--- src/rtl/bam_pkg.sv ---
package bam_pkg;
  typedef enum logic {
    BYP_ROW = 1'b0,
    BYP_COL = 1'b1
  } byp_mode_e;
endpackage

--- src/rtl/bam_fa.sv ---
module bam_fa (
  input  logic a_i,
  input  logic b_i,
  input  logic c_i,
  output logic s_o,
  output logic co_o
);
  logic axb;
  assign axb  = a_i ^ b_i;
  assign s_o  = axb ^ c_i;
  assign co_o = (a_i & b_i) | (c_i & axb);
endmodule

--- src/rtl/bam_cell.sv ---
module bam_cell (
  input  logic en_i,
  input  logic x_i,
  input  logic op_i,
  input  logic ci_i,
  output logic s_o,
  output logic co_o,
  output logic act_o
);
  logic x_g, p_g, c_g, fs, fc;

  // isolation: disabled adder sees constant zeros
  assign x_g = x_i  & en_i;
  assign p_g = op_i & en_i;
  assign c_g = ci_i & en_i;

  bam_fa u_fa (
    .a_i (x_g),
    .b_i (p_g),
    .c_i (c_g),
    .s_o (fs),
    .co_o(fc)
  );

  // bypass mux: forward partial sum, kill carry
  assign s_o   = en_i ? fs : x_i;
  assign co_o  = en_i ? fc : 1'b0;
  assign act_o = en_i;
endmodule

--- src/rtl/bam_count.sv ---
module bam_count #(
  parameter int N  = 56,
  parameter int CW = 6
) (
  input  logic [N-1:0]  en_i,
  output logic [CW-1:0] cnt_o
);
  always_comb begin
    cnt_o = '0;
    for (int k = 0; k < N; k++) cnt_o = cnt_o + CW'(en_i[k]);
  end
endmodule

--- src/rtl/bypass_array_mul.sv ---
module bypass_array_mul
  import bam_pkg::*;
#(
  parameter int        M       = 8,
  parameter byp_mode_e MODE    = BYP_ROW,
  parameter bit        REG_OUT = 1'b1,
  localparam int       W       = 2 * M,
  localparam int       CELLS   = (M - 1) * M,
  localparam int       CW      = $clog2(CELLS + 1)
) (
  input  logic          clk_i,
  input  logic          rst_ni,
  input  logic [M-1:0]  a_i,
  input  logic [M-1:0]  b_i,
  output logic [W-1:0]  prod_o,
  output logic [CW-1:0] active_cnt_o
);
  logic [M-1:0]     gate_op, data_op;
  logic [CELLS-1:0] cell_en;
  logic [W-1:0]     prod_c;
  logic [CW-1:0]    cnt_c;

  if (MODE == BYP_ROW) begin : g_row_mode
    assign gate_op = b_i;
    assign data_op = a_i;
  end else begin : g_col_mode
    assign gate_op = a_i;
    assign data_op = b_i;
  end

  for (genvar r = 0; r < M; r++) begin : g_row
    logic [W-1:0] acc;
    if (r == 0) begin : g_base
      // first partial product needs no adders
      assign acc = {{M{1'b0}}, data_op & {M{gate_op[0]}}};
    end else begin : g_add
      logic [W-1:0] prv;
      logic [M-1:0] s;
      assign prv = g_row[r-1].acc;
      for (genvar j = 0; j < M; j++) begin : g_col
        logic ci, co, so;
        if (j == 0) begin : g_c0
          assign ci = 1'b0;
        end else begin : g_cn
          assign ci = g_col[j-1].co;
        end
        bam_cell u_cell (
          .en_i (gate_op[r]),
          .x_i  (prv[r+j]),
          .op_i (data_op[j]),
          .ci_i (ci),
          .s_o  (so),
          .co_o (co),
          .act_o(cell_en[(r-1)*M+j])
        );
        assign s[j] = so;
      end
      if (r + M + 1 < W) begin : g_pad
        assign acc = {{(W-r-M-1){1'b0}}, g_col[M-1].co, s, prv[r-1:0]};
      end else begin : g_top
        assign acc = {g_col[M-1].co, s, prv[r-1:0]};
      end


      // row_pass_chk also covers R3 in column orientation
      row_pass_chk: assert property (@(posedge clk_i) disable iff (!rst_ni)
        !gate_op[r] |-> acc == prv);

      row_add_chk: assert property (@(posedge clk_i) disable iff (!rst_ni)
        gate_op[r] |-> acc == prv + (W'(data_op) << r));
    end
  end

  assign prod_c = g_row[M-1].acc;

  bam_count #(.N(CELLS), .CW(CW)) u_cnt (
    .en_i (cell_en),
    .cnt_o(cnt_c)
  );

  if (REG_OUT) begin : g_oreg
    logic [W-1:0]  prod_q;
    logic [CW-1:0] cnt_q;
    always_ff @(posedge clk_i or negedge rst_ni) begin
      if (!rst_ni) begin
        prod_q <= '0;
        cnt_q  <= '0;
      end else begin
        prod_q <= prod_c;
        cnt_q  <= cnt_c;
      end
    end
    assign prod_o       = prod_q;
    assign active_cnt_o = cnt_q;


    out_reg_chk: assert property (@(posedge clk_i) disable iff (!rst_ni)
      rst_ni |=> (prod_o == $past(prod_c)) && (active_cnt_o == $past(cnt_c)));
  end else begin : g_ocomb
    assign prod_o       = prod_c;
    assign active_cnt_o = cnt_c;


    out_comb_chk: assert property (@(posedge clk_i) disable iff (!rst_ni)
      prod_o == W'(a_i) * W'(b_i));
  end


  prod_ok_chk: assert property (@(posedge clk_i) disable iff (!rst_ni)
    prod_c == W'(a_i) * W'(b_i));

  cnt_ok_chk: assert property (@(posedge clk_i) disable iff (!rst_ni)
    cnt_c == CW'(M * $countones(gate_op[M-1:1])));

  cnt_bound_chk: assert property (@(posedge clk_i) disable iff (!rst_ni)
    cnt_c <= CW'(CELLS));
endmodule

--- config.mk ---
export PLATFORM = sky130hd
export DESIGN_NAME = bypass_array_mul
export DESIGN_NICKNAME = d
export VERILOG_FILES = /design/src/rtl/bam_pkg.sv /design/src/rtl/bam_fa.sv /design/src/rtl/bam_cell.sv /design/src/rtl/bam_count.sv /design/src/rtl/bypass_array_mul.sv
export SDC_FILE = /design/constraint.sdc
export NUM_CORES = 1
export LEC_CHECK = 0
export BUFFER_PORTS_ARGS = -buffer_cell sky130_fd_sc_hd__buf_2
export CORE_UTILIZATION = 50
export CTS_CLUSTER_DIAMETER = 50
export DETAILED_ROUTE_END_ITERATION = 8
export PLACE_DENSITY = 0.72
export SLEW_MARGIN = 20
export SYNTH_ARGS = -nofsm -noshare
export SYNTH_HDL_FRONTEND = slang
export SYNTH_SLANG_ARGS = --single-unit
--- constraint.sdc ---
create_clock -name clk_i -period 1.3 [get_ports clk_i]
set_clock_uncertainty 0.1 [all_clocks]
set_input_delay 0.13 -clock clk_i [delete_from_list [all_inputs] [get_ports clk_i]]
set_output_delay 0.13 -clock clk_i [all_outputs]
set_load 0.01 [all_outputs]
Word level (Yosys, flattened, before mapping)
Cells that the tools add are included.

storage, ports and cells
  flip-flop bits (word level) = 22
  latch bits = 0
  memory bits (writable) = 0
  memory bits (read-only) = 0
  input port bits = 18
  output and inout port bits = 22
  memories kept = 0

operators by class
  add/subtract/negate cells = 55
  $mul = 0
  divide/modulo/power cells = 0
  magnitude comparators = 0
  equality and inequality tests = 0
  shifts and indexed selects = 0
  muxes and demuxes = 112
  bitwise logic cells = 417
  reduce and logical (&&, ||, !) cells = 0

operators with widths
  operator       number
  $add A6 B1 Y6  54
  $and A1 B1 Y1  264
  $mux W1        112
  $xor A1 B1 Y1  104
  $or A1 B1 Y1   48
  $and A8 B8 Y8  1
  $add A1 B1 Y2  1

Depth between registers and ports, before layout
  word-level depth = 80
  mapped depth = 55

Hierarchy
From an unflattened synthesis, not the netlist that was laid out.

second synthesis, totals
  cell total of the unflattened synthesis = 568
  area total of the unflattened synthesis = 6143.4 sq um

by module, submodules not included
  module            instances  cells each  area an instance (sq um)
  bam_cell          56         6           52.6
  bam_count         1          145         1475.2
  bam_fa            56         1           20.0
  bypass_array_mul  1          31          604.3

Least setup slack after synthesis
OpenSTA, ideal clock, no wires.

  kind = input to register
  start = in b_i[1]
  end = reg g_oreg.prod_q[14], in the netlist prod_o[14]
  library setup time = 131 ps
  arrival time = 12383 ps
  data required time = 1069 ps
  path slack = -11313 ps
  stages = 53
  path buffers = 3
  path through = buf_2 > clkbuf_1 > clkbuf_1 > and2_1 > ha_1 > nand2_1 > fa_1 > nor2b_1 > fa_1 > nand2_1 > o21ai_0 > and2_1 > fa_1 > nand2_1 > fa_1 > mux2i_1 > nand2_1 > fa_1 > [17 not listed] > fa_1 > nand2b_1 > fa_1 > nand2b_1 > fa_1 > nand2b_1 > fa_1 > a21oi_1 > o31a_1 > nand2_1 > fa_1 > nand2b_1 > fa_1 > nand2b_1 > fa_1 > nand2b_1 > fa_1 > o21ai_0

on the way
  cells in the longest elaborated chain, start to end = 78
  elaborated cells on any way between the ends = 450
  classes of those cells = mux (98); bitwise (352)

ends and longest elaborated chain
  item                                            RTL line                        source
  from (decl)                                     bypass_array_mul.sv:14          input logic [M-1:0] b_i,
  $and A1 B1 Y1 (on tied branches)                bam_cell.sv:13, bam_cell.sv:14
  $and A1 B1 Y1                                   bam_fa.sv:11                    assign co_o = (a_i & b_i) | (c_i & axb);
  $mux W1                                         bam_cell.sv:27                  assign co_o = en_i ? fc : 1'b0;
  $and A1 B1 Y1                                   bam_cell.sv:15                  assign c_g = ci_i & en_i;
  $and A1 B1 Y1                                   bam_fa.sv:11
  $or A1 B1 Y1                                    bam_fa.sv:11
  $mux W1                                         bam_cell.sv:27
  $and A1 B1 Y1                                   bam_cell.sv:15
  [63 not listed]                                 -
  $and A1 B1 Y1 or $xor A1 B1 Y1 (tied branches)  bam_cell.sv:15, bam_fa.sv:9
  $and A1 B1 Y1                                   bam_fa.sv:11
  $or A1 B1 Y1                                    bam_fa.sv:11
  $mux W1                                         bam_cell.sv:27
  $and A1 B1 Y1                                   bam_cell.sv:15
  $xor A1 B1 Y1                                   bam_fa.sv:10                    assign s_o = axb ^ c_i;
  $mux W1 (*)                                     bam_cell.sv:26                  assign s_o = en_i ? fs : x_i;
  named net g_row[7].g_add.g_col[7].so            bypass_array_mul.sv:41          logic ci, co, so;
  to (signal assigned)                            bypass_array_mul.sv:89          prod_q <= prod_c;
  to (decl)                                       bypass_array_mul.sv:82          logic [W-1:0] prod_q;

The timed path passes the listed nets; every way through them passes the cells marked *.

Worst setup path after layout
  start = in b_i[0]
  end = reg g_oreg.prod_q[14], in the netlist prod_o[14]

on the way
  cells in the longest elaborated chain, start to end = 79
  elaborated cells on any way between the ends = 443
  classes of those cells = mux (98); bitwise (345)

ends and longest elaborated chain
  item                                            RTL line                     source
  $and A8 B8 Y8 (*)                               bypass_array_mul.sv:35       assign acc = {{M{1'b0}}, data_op & {M{gate_op[0]}}};
  $and A1 B1 Y1                                   bam_cell.sv:13               assign x_g = x_i & en_i;
  $and A1 B1 Y1                                   bam_fa.sv:11
  $mux W1                                         bam_cell.sv:27
  $and A1 B1 Y1                                   bam_cell.sv:15
  $and A1 B1 Y1                                   bam_fa.sv:11
  $or A1 B1 Y1                                    bam_fa.sv:11
  $mux W1                                         bam_cell.sv:27
  [64 not listed]                                 -
  $and A1 B1 Y1 or $xor A1 B1 Y1 (tied branches)  bam_cell.sv:15, bam_fa.sv:9
  $and A1 B1 Y1                                   bam_fa.sv:11
  $or A1 B1 Y1                                    bam_fa.sv:11
  $mux W1                                         bam_cell.sv:27
  $and A1 B1 Y1                                   bam_cell.sv:15
  $xor A1 B1 Y1                                   bam_fa.sv:10
  $mux W1 (*)                                     bam_cell.sv:26
  named net g_row[7].g_add.g_col[7].so            bypass_array_mul.sv:41

Marks and branches as above.

==> flow_summary.ini <==
[outcome]
outcome = finished, violations left
violations = negative setup slack

[logic_synthesis]
synth_area_um2 = 3470
yosys-top-cells-count = nand2_1 (91), fa_1 (51), nand2b_1 (40)
synth_top_area_share_pct = 29.5
syn_inst = 411
synth-async-reset-ratio_pct = 100
synth-main-ff-cell = dfrtp_1
synth_top_area_cell = fa_1
ys_ff_latch = 19
yosysMostFrequentCell = nand2_1
yosys-top-cells-area = fa_1 (29%), dfrtp_1 (14%), nand2_1 (9.9%)
avgSynthCellArea_um2 = 8.43
ys_seq_area_share_pct = 13.7
synth_edf_count = 0
synth_cell_types = 50
yosysWarningCount = 0

[detailed_routing]
drt_iter0_drc = 123
via_per_inst = 5.37
vias = 3171
dr.pass1.iters = 6
drcViolationCount = 0
wl_um = 8730
drtAntennaViolNets = 0
wire_per_inst_um = 14.8

[floorplanning]
core_um2 = 6530
die_x_um = 85.3
initial_core_util_pct = 53.1
dieHeight_um = 85.3
num_rows = 29
dieArea_um2 = 7270
ios = 40

[sta]
finalCritPeriodShare_pct = 894
relSlewSlack_pct = 50.6
rsz0062_at_grt = yes
setup_viol = 17
clock.fmax_mhz = 86.0
hold_viol_final = 0
fin_crit_ns = 11.62
fin_tns_setup_ns = -94.63
maxSlewViolCount = 0
worstMarginPinSlew_ns = 0.739
setup_slack_ns = -10.32

[worst_setup_path]
criticalPathCategory = primary input to flop
required_ns = 1.34
cp-end-kind = flop
arrival_ns = 11.66
start_kind = primary input
path_common_cell = fa_2
cp_slowest_cell = fa_2
worstPathMaxFanout = 2
cpPeakStageDelay_ns = 0.58

[global_routing]
grt_pass1_vias = 3061
grt_overflow = 0
grt_max_degree = 42
grt_pass1_wl_um = 14400
grt.total_usage_pct = 24.6
antenna_found_initial = 0

[clock_tree]
cts_inserted_buffers = 3
htree_levels = 1
clock_sinks = 19
clk_path_buf_depth = 2
cts_tree = built
cts_root_buf = clkbuf_8
clk_pin_slew_ns = 0.06

[worst_hold_path]
hold_class = primary input to flop
hold_depth = 3
hold_path_end = prod_o[5]$_DFF_PN0_
hp-start = b_i[5]

[layout]
fin_util_pct = 76.4
nFillCells = 439
diodes = 0
register_area_um2 = 475
layout.nets = 594
final_layout_size_suffix_gt1_share_pct = 50.7
design_area_um2 = 4990
area_growth_pct = 44.0
multi_input_area_um2 = 3370

[placement]
gp_congestion = 0.789
placed_area_um2 = 4550
dp_hpwl_um = 6580
pre_cts_ws_ns = -10.89
io_buffer_count = 36

[flow_run]
maxCapViolCount = 0

[power_and_ir_drop]
power.density_nw_per_um2 = 577
p_leak_uw = 0.00227
vdd_drop_max_mv = 0.287
==> through the flow <==
stage | std cells | power, uW | hold slack, ns
2_1_floorplan | 413 | 1720 | -0.266
3_3_place_gp | 557 | 2180 | -0.0307
3_5_place_dp | 557 | 2230 | -0.0296
4_1_cts | 583 | 2770 | 0.158
5_1_grt | 590 | 3110 | 0.174
6_report | 590 | 2880 | 0.174
==> where the power goes <==
group	switching [uW]	leakage [uW]	internal (uW)	total, uW
logic	879	0.00202	911	1790
registers	17.4	0.000235	686	704
clock network	169	0.0000228	217	386
total	1060	0.00227	1820	2880
==> what timing repair did <==
| action | CTS | global route |
|---|---|---|
| buffers inserted | 21 | 8 |
| pin swaps | 36 | 20 |
| setup endpoints to repair | 17 | 17 |
| hold endpoints to repair | 19 | 0 |
| hold buffers | 1 | 0 |
| gates resized for setup | 26 | 19 |
==> registers in the layout (all words and copies together), names as in the netlist <==
name and count:
prod_o 16, active_cnt_o 3
==> per-layer routing <==
metal  wire [um]  global-route usage [%]
met5           0                       0
met1        4230                    33.7
met3         119                   0.584
met2        4330                    45.0
met4          45                    3.18
==> layout make-up <==
class,instances,share of cell area [%]
clock buffer,4,0.902
inverter,3,0.226
multi-input combinational,349,67.5
sequential,19,9.52
tap,77,1.93
timing repair buffer,138,19.9
==> worst max-delay path by stage <==
stage / endpoint / cells past startpoint / slack (ns) / startpoint
floorplan: prod_o[14]$_DFF_PN0_ / 52 / -10.54 / b_i[1]
global placement: prod_o[14]$_DFF_PN0_ / 51 / -10.73 / b_i[0]
detailed placement: prod_o[14]$_DFF_PN0_ / 51 / -10.89 / b_i[0]
CTS: prod_o[14]$_DFF_PN0_ / 50 / -10.32 / b_i[0]
global route: prod_o[14]$_DFF_PN0_ / 50 / -10.74 / b_i[0]
finish: prod_o[14]$_DFF_PN0_ / 49 / -10.32 / b_i[0]
==> critical path: cells and delay by family <==
kind	cells	cell delay, ns
adder cells (fa/ha/maj)	20	7.89
AND/OR/NAND/NOR	22	2.70
AO/OA/AOI/OAI	5	0.62
multiplexers	1	0.21
buffers and inverters	1	0.10
==> kinds of logic after synthesis <==
logic type | after synthesis | share of synthesized area [%]
flops | 19 | 13.7
xor+xnor | 1 | 0.253
compound gates | 60 | 12.2
simple gates | 213 | 31.5
mux | 10 | 2.96
fa+ha+maj | 62 | 33.4
buf+inv | 45 | 5.85
other cells | 1 | 0.108
==> cells in the final DEF, fill, tap and decap left out, types with 7 or more instances in the layout <==
| cell type | count |
|---|---|
| dfrtp_1 | 19 |
| and3_1 | 7 |
| buf_2 | 32 |
| fa_1 | 19 |
| nor2_1 | 10 |
| nand2b_4 | 32 |
| fa_2 | 32 |
| o21ai_2 | 8 |
| and2_4 | 8 |
| o21ai_1 | 9 |
| and2_1 | 18 |
| nand2_1 | 85 |
| nand2b_1 | 8 |
| buf_4 | 99 |
No activity file was read; power rests on OpenSTA's default activity.
